===== src/rtl/lli_pkg.sv =====
package lli_pkg;
  typedef enum logic [1:0] {
    ST_LOW  = 2'd0,
    ST_WAIT = 2'd1,
    ST_PASS = 2'd2
  } link_st_e;
endpackage


===== src/rtl/lli_activity.sv =====
module lli_activity #(
  parameter int unsigned GAP_CYC = 60
) (
  input  logic clk_i,
  input  logic rst_ni,
  input  logic rx_data_i,
  output logic active_o
);
  localparam int unsigned GW = $clog2(GAP_CYC + 1);
  localparam logic [GW-1:0] GAP_LIM = GW'(GAP_CYC);

  logic          prev_q;
  logic [GW-1:0] gap_q;
  logic          edge_seen;

  assign edge_seen = rx_data_i ^ prev_q;

  always_ff @(posedge clk_i or negedge rst_ni) begin
    if (!rst_ni) begin
      prev_q <= 1'b0;
      gap_q  <= GAP_LIM;
    end else begin
      prev_q <= rx_data_i;
      if (edge_seen)             gap_q <= '0;
      else if (gap_q != GAP_LIM) gap_q <= gap_q + 1'b1;
    end
  end

  assign active_o = (gap_q != GAP_LIM);
endmodule


===== src/rtl/lli_level_filter.sv =====
module lli_level_filter #(
  parameter int unsigned RISE_CYC = 60
) (
  input  logic clk_i,
  input  logic rst_ni,
  input  logic level_i,
  output logic level_o
);
  localparam int unsigned FALL_CYC = 2 * RISE_CYC;
  localparam int unsigned CW = $clog2(FALL_CYC + 1);
  localparam logic [CW-1:0] RISE_LAST = CW'(RISE_CYC - 1);
  localparam logic [CW-1:0] FALL_LAST = CW'(FALL_CYC - 1);

  logic          lvl_q;
  logic [CW-1:0] cnt_q;
  logic          against;
  logic [CW-1:0] last;

  // input disagrees with the filtered level
  assign against = level_i ^ lvl_q;
  assign last    = lvl_q ? FALL_LAST : RISE_LAST;

  always_ff @(posedge clk_i or negedge rst_ni) begin
    if (!rst_ni) begin
      lvl_q <= 1'b0;
      cnt_q <= '0;
    end else if (!against) begin
      cnt_q <= '0;
    end else if (cnt_q == last) begin
      lvl_q <= level_i;
      cnt_q <= '0;
    end else begin
      cnt_q <= cnt_q + 1'b1;
    end
  end

  assign level_o = lvl_q;
endmodule


===== src/rtl/lli_fsm.sv =====
module lli_fsm
  import lli_pkg::*;
#(
  parameter int unsigned QUAL_CYC = 10_000_000
) (
  input  logic     clk_i,
  input  logic     rst_ni,
  input  logic     valid_i,
  input  logic     tx_idle_i,
  input  logic     rx_idle_i,
  output link_st_e state_o
);
  localparam int unsigned QW = $clog2(QUAL_CYC + 1);
  localparam logic [QW-1:0] Q_LAST = QW'(QUAL_CYC - 1);

  link_st_e      st_q, st_d;
  logic [QW-1:0] q_q, q_d;

  always_comb begin
    st_d = st_q;
    q_d  = q_q;
    unique case (st_q)
      ST_LOW: begin
        if (!valid_i)          q_d = '0;
        else if (q_q == Q_LAST) begin
          st_d = ST_WAIT;
          q_d  = '0;
        end else               q_d = q_q + 1'b1;
      end
      ST_WAIT: begin
        if (!valid_i)                    st_d = ST_LOW;
        else if (tx_idle_i && rx_idle_i) st_d = ST_PASS;
      end
      ST_PASS: begin
        if (!valid_i) st_d = ST_LOW;
      end
      default: begin
        st_d = ST_LOW;
        q_d  = '0;
      end
    endcase
  end

  always_ff @(posedge clk_i or negedge rst_ni) begin
    if (!rst_ni) begin
      st_q <= ST_LOW;
      q_q  <= '0;
    end else begin
      st_q <= st_d;
      q_q  <= q_d;
    end
  end

  assign state_o = st_q;
endmodule


===== src/rtl/lli_link_monitor.sv =====
module lli_link_monitor
  import lli_pkg::*;
#(
  parameter int unsigned GAP_CYC  = 60,
  parameter int unsigned RISE_CYC = 60,
  parameter int unsigned QUAL_CYC = 10_000_000
) (
  input  logic clk_i,
  input  logic rst_ni,
  input  logic level_ok_i,
  input  logic rx_data_i,
  input  logic tx_idle_i,
  input  logic rx_idle_i,
  output logic link_ok_o,
  output logic link_led_no
);
  logic     act_ok;
  logic     lvl_ok;
  logic     sig_valid;
  link_st_e state;

  lli_activity #(.GAP_CYC(GAP_CYC)) u_act (
    .clk_i    (clk_i),
    .rst_ni   (rst_ni),
    .rx_data_i(rx_data_i),
    .active_o (act_ok)
  );

  lli_level_filter #(.RISE_CYC(RISE_CYC)) u_lvl (
    .clk_i  (clk_i),
    .rst_ni (rst_ni),
    .level_i(level_ok_i),
    .level_o(lvl_ok)
  );

  assign sig_valid = lvl_ok & act_ok;

  lli_fsm #(.QUAL_CYC(QUAL_CYC)) u_fsm (
    .clk_i    (clk_i),
    .rst_ni   (rst_ni),
    .valid_i  (sig_valid),
    .tx_idle_i(tx_idle_i),
    .rx_idle_i(rx_idle_i),
    .state_o  (state)
  );

  assign link_ok_o   = (state == ST_PASS);
  assign link_led_no = ~link_ok_o;
endmodule


===== config.mk =====
export PLATFORM = sky130hd
export DESIGN_NAME = lli_link_monitor
export DESIGN_NICKNAME = d
export VERILOG_FILES = /design/src/rtl/lli_pkg.sv /design/src/rtl/lli_activity.sv /design/src/rtl/lli_level_filter.sv /design/src/rtl/lli_fsm.sv /design/src/rtl/lli_link_monitor.sv
export SDC_FILE = /design/constraint.sdc
export NUM_CORES = 1
export LEC_CHECK = 0
export ABC_CLOCK_PERIOD_IN_PS = 2900
export BUFFER_PORTS_ARGS = -buffer_cell sky130_fd_sc_hd__buf_2
export CAP_MARGIN = 20
export CORE_ASPECT_RATIO = 0.5
export CORE_MARGIN = 2
export CORE_UTILIZATION = 61
export DETAILED_ROUTE_END_ITERATION = 10
export HOLD_SLACK_MARGIN = 0.15
export PLACE_DENSITY = 0.8
export SYNTH_ARGS = -nofsm -noshare
export SYNTH_HDL_FRONTEND = slang
export SYNTH_SLANG_ARGS = --single-unit

===== constraint.sdc =====
create_clock -name clk_i -period 2.9 [get_ports clk_i]
set_clock_uncertainty 0.05 [all_clocks]
set_input_delay 0.725 -clock clk_i [delete_from_list [all_inputs] [get_ports clk_i]]
set_output_delay 0.725 -clock clk_i [all_outputs]
set_load 0.005 [all_outputs]

After elaboration in Yosys (flattened, before gate mapping). Index checks and enable logic that the tools add are counted.

Register bits after elaboration: 41. Output and inout bits: 2. Logic and storage cells: 42.

$add $sub $neg: 3. Equal/unequal tests: 9. Multiplexer cells: 14. Bitwise logic cells: 4. Reductions and logical operators: 6.

Operator list (count): 24-bit 2-to-1 mux (2); 24-bit one-hot mux with 2 select lines (1); 24-bit by 1-bit adder with 24-bit output (second input constant) (1); 24-bit == test (second input constant) (1); 7-bit 2-to-1 mux (3); 6-bit 2-to-1 mux (2); 2-bit 2-to-1 mux (5); 7-bit by 1-bit adder with 7-bit output (second input constant) (1); 7-bit == test (1); 6-bit by 1-bit adder with 6-bit output (second input constant) (1); 6-bit inequality test (second input constant) (1); 2-bit one-hot mux with 3 select lines (1); 2-bit by 1-bit inequality test with 1-bit output (second input constant) (2); 4-bit AND reduction (1); 3-bit inequality test (second input constant) (1); 2-bit by 1-bit == test with 1-bit output (second input constant) (1); 2-bit == test (second input constant) (1); 2-bit zero test (1); 2-bit inequality test (second input constant) (1); 2-bit AND reduction (1); 2-bit nonzero test (1); 2-bit OR reduction (1); 1-bit XOR (2); 1-bit bitwise AND (1); other kinds (2) (2).

Longest topological paths before layout.
Depth after elaboration: 4. Depth in mapped cells: 7.

Hierarchy. A second synthesis with hierarchy kept.

Cells, all modules: 234. Area, all modules: 2342.2 sq um.

By module, submodules not included: lli_fsm (instances 1, cells an instance 158, area an instance 1529.0 sq um, seq. area each 650.6 sq um); lli_level_filter (instances 1, cells an instance 36, area an instance 421.7 sq um, seq. area each 200.2 sq um); lli_activity (instances 1, cells an instance 37, area an instance 372.9 sq um, seq. area each 180.2 sq um); lli_link_monitor (instances 1, cells an instance 3, area an instance 18.8 sq um, seq. area each 0.0 sq um).

Worst setup path after synthesis. Ideal clock, no wire load.

Kind: flip-flop to flip-flop. Start point: reg u_fsm.q_q[0]. End point: reg u_fsm.q_q[14]. Setup time: 0.119 ns. Arrival: 1.836 ns. Slack: 0.896 ns. Cell stages (with the launch flop): 8. Path buffers: 1. Period minus slack after synthesis: 2.004 ns. Cells stage by stage: dfrtp_1 -> ha_1 -> nand4_1 -> or4b_1 -> or2_4 -> a21oi_4 -> buf_6 -> nor2_1.

Longest elaborated chain between the ends: 4.

Ends and longest elaborated chain: start: declaration (line lli_fsm.sv:17) `logic [QW-1:0] q_q, q_d;`; start signal: assignment (line lli_fsm.sv:50) `q_q <= q_d;`; 24-bit by 1-bit adder with 24-bit output or 24-bit == test (tied branches) (line lli_fsm.sv:28, lli_fsm.sv:25); 24-bit 2-to-1 mux (*) (line lli_fsm.sv:25) `else if (q_q == Q_LAST) begin`; 24-bit 2-to-1 mux (*) (line lli_fsm.sv:24) `if (!valid_i) q_d = '0;`; 24-bit one-hot mux with 2 select lines (*) (line lli_fsm.sv:22) `unique case (st_q)`.

Every way passes the cells marked *; elsewhere a longest branch is shown, timed or not. A chain may end at the register's enable or synchronous reset.

Final worst setup path. Same ends and word-level chain as after synthesis.

==> impl_summary.txt <==
----------------------------------------------------
[Run status]
  Outcome ... finished, final reports clean

[Flow run]
  Reported max-cap violation count ... 0

[STA]
  Max-slew headroom at the worst pin ... 0.401
  Actual transition at the worst max-transition pin ... 899 ps
  Final number of setup-violating endpoints ... 0
  Final worst path period share ... 0.763
  Number of hold violations in the final report ... 0
  Number of pins exceeding their max-slew limit in the final report ... 0
  Min cycle time layout ... 2210 ps
  Peak Freq ... 0.452 GHz
  RSZ-0062 raised after global routing ... no
  Minimum hold slack ... 408 ps
  Setup_tns ... 0 ps

[Global routing]
  Largest net degree at the start of global routing ... 42
  Vias in the first global route ... 1628
  Number of antenna violations at the first check in global routing ... 0
  Remaining global-route overflow ... 0
  Global-route wire length before repair ... 7180 µm
  Overall global routing resource usage ... 0.221

[Routing]
  Routed wire length per instance ... 14.2 µm
  DRC violations left ... 0
  Total routed wirelength ... 4290 µm
  Residual antenna-violating net count after detailed routing ... 0
  First-pass iteration count of the detailed router ... 5
  Routed vias/inst ... 5.92
  Vias after detailed routing ... 1787
  Detailed router's first-iteration violation count ... 173

[Logic synthesis]
  Top cell type by total area after synthesis ... sky130_fd_sc_hd__dfrtp_1
  Fraction of the yosys area taken by sequential cells ... 0.456
  Most numerous cell types in the synthesized netlist ... sky130_fd_sc_hd__dfrtp_1 (37), sky130_fd_sc_hd__nor2_1 (33), sky130_fd_sc_hd__nand3_1 (20), sky130_fd_sc_hd__nand2_1 (17), sky130_fd_sc_hd__xor2_1 (14)
  Unique masters post-synth ... 43
  Syn_nets ... 256
  Async set-reset flop share out of synthesis ... 1.00
  Avg Synthesized Cell Area ... 9.31 µm²
  Area of the mapped netlist ... 2260 µm²
  Flip-flop and latch count after synthesis ... 41
  Most common cell in the synthesized netlist ... sky130_fd_sc_hd__dfrtp_1
  Post-synth EDFFs ... 0
  Number of warnings issued by yosys ... 0
  Share of Yosys cell area claimed by the top area cell type ... 0.409
  Leading post-synthesis cells by cell area ... sky130_fd_sc_hd__dfrtp_1 (41%), sky130_fd_sc_hd__nor2_1 (5.5%), sky130_fd_sc_hd__xor2_1 (5.4%), sky130_fd_sc_hd__dfstp_2 (4.6%), sky130_fd_sc_hd__nand3_1 (4.4%)
  Post-synthesis cell count ... 243
  Top_reg_cell synth ... sky130_fd_sc_hd__dfrtp_1

[Floorplanning]
  Top Ports ... 8
  Area inside the core boundary ... 3490 µm²
  Die footprint ... 4240 µm²
  Die span in y ... 47.1 µm
  Die span in x ... 90.1 µm
  Initial Utilization ... 0.648
  Count of standard-cell rows ... 15

[Worst hold path]
  Worst Hold Depth ... 1
  Hold-critical path endpoint ... u_lvl.cnt_q[0]
  Worst min path class ... reg2reg
  Launch instance of the worst min-delay path ... u_lvl.cnt_q[0]

[Clocking]
  TritonCTS Buffers ... 5
  CTS tree ... done
  Number of gates resized after cts ... 0
  Number of buffers added to fix hold violations after cts ... 0
  Buffer depth of the longest clock path ... 2
  Setup repair bufs after CTS ... 0
  Clock root buffer ... sky130_fd_sc_hd__clkbuf_8
  Reg clk slew, reported paths ... 80 ps
  Source-to-sink clock delay at the later pin of the worst-skew pair ... 300 ps
  H-tree depth ... 2
  Number of clock sinks ... 41

[Setup path]
  Kind of capture point of the worst setup path ... register
  Arrival time reported for the critical path endpoint ... 2340 ps
  Worst R2R Setup Slack ... 690 ps
  Worst EP required ... 3030 ps
  Critical path startpoint category ... register
  R2R Path Start ... u_fsm.q_q[0]
  Number of cells on the worst reg-to-reg path ... 6
  Worst-path fanout max ... 14
  Kind of critical path ... reg2reg
  Reg2reg end ... u_fsm.q_q[14]

[Pwr]
  Static Leakage ... 0.956 nW
  Power density over the cells ... 435 nW/µm²
  Worst supply voltage drop on vdd ... 0.222 mV

[Placement]
  Estimated wirelength of the detail-placed design ... 2980 µm
  IO buf count ... 7
  Last weighted congestion value of the routability-driven placer ... 0.861

[Finish]
  Nets ... 263
  Layout overhead on the synthesized area ... 7.52%
  Diode count ... 0
  Share of cells above drive strength 1 ... 0.108

----------------------------------------------------
## worst max path at each step
stage	depth (start not counted)	to	startpoint	slack (ps)
final	6	u_fsm.q_q[14]	u_fsm.q_q[0]	690
after global placement	6	u_fsm.q_q[23]	u_fsm.q_q[1]	780
after CTS	6	u_fsm.q_q[14]	u_fsm.q_q[1]	690
after floorplan	7	u_fsm.q_q[14]	u_fsm.q_q[0]	900
after global routing	7	u_fsm.q_q[22]	u_fsm.state_o[0]	530
after detailed placement	6	u_fsm.q_q[14]	u_fsm.q_q[1]	710
## layer usage
metal / track usage / vias up / routed length, µm
li1: - / 878 / -
met1: 0.280 / 855 / 1980
met2: 0.382 / 46 / 2020
met3: 0.0594 / 8 / 233
met4: 0.0923 / 0 / 55
met5: 0 / - / 0
## per-stage QoR
| stage | total power, mW | instance area, µm² | util | std cells | worst slack [ps] |
|---|---|---|---|---|---|
| global placement | 0.654 | 2330 | 0.668 | 294 | 785 |
| detailed placement | 0.657 | 2330 | 0.668 | 294 | 708 |
| global route | 1.09 | 2430 | 0.697 | 302 | 534 |
| floorplan | 0.634 | 2260 | - | 243 | 896 |
| finish | 1.06 | 2430 | 0.697 | 302 | 686 |
| CTS | 1.06 | 2430 | 0.697 | 302 | 694 |
## worst max-delay path, cell delays in order, from the launching register on
cell                      delay (ps)
sky130_fd_sc_hd__dfrtp_1         400
sky130_fd_sc_hd__ha_1            230
sky130_fd_sc_hd__nand4_1         110
sky130_fd_sc_hd__or4b_1          590
sky130_fd_sc_hd__or2_4           280
sky130_fd_sc_hd__a21oi_4         320
sky130_fd_sc_hd__nor2_1          100
## sequential cells by signal, indices dropped and copies added (netlist names)
name	flops
u_fsm.q_q	24
u_lvl.cnt_q	7
u_fsm.state_o	2
u_act.gap_q	6
u_act.prev_q	1
u_lvl.level_o	1
## cell usage in the layout, fill, tap and decap left out, types with 9 or more instances in the layout
| cell type | count |
|---|---|
| sky130_fd_sc_hd__nand2_1 | 17 |
| sky130_fd_sc_hd__o21ai_0 | 12 |
| sky130_fd_sc_hd__inv_1 | 10 |
| sky130_fd_sc_hd__nand3_1 | 20 |
| sky130_fd_sc_hd__a21oi_1 | 10 |
| sky130_fd_sc_hd__dfrtp_1 | 37 |
| sky130_fd_sc_hd__xor2_1 | 14 |
| sky130_fd_sc_hd__nand4_1 | 12 |
| sky130_fd_sc_hd__nor2_1 | 33 |
| sky130_fd_sc_hd__xnor2_1 | 9 |
## kinds of logic (layout without fill, tap and decap cells)
family	after synthesis	in the layout	share of synthesized area
AOI/OAI and AO/OA	37	37	0.105
and+or+nand+nor	115	115	0.269
buffers and inverters	18	26	0.0332
DFF	41	41	0.456
adders and majority gates	7	7	0.0387
xor gates and xnor gates	23	23	0.0891
muxes	2	2	0.00940
## final cells by class
cell class	instances	area, µm²
multi-input cells	184	1160
clock inverters	1	5.00
well taps	51	63.8
repair buffers	8	42.5
inverters	10	37.5
clock buffers	7	96.3
flip-flops and latches	41	1030
fillers	287	1060
## power breakdown
part           internal [mW]  leakage [nW]  total, mW  switching (mW)
Sequential             0.584         0.551      0.596          0.0124
Combinational         0.0175         0.351     0.0489          0.0314
Clock                  0.215        0.0542      0.412           0.197
No activity file was read; power rests on OpenSTA's default activity.
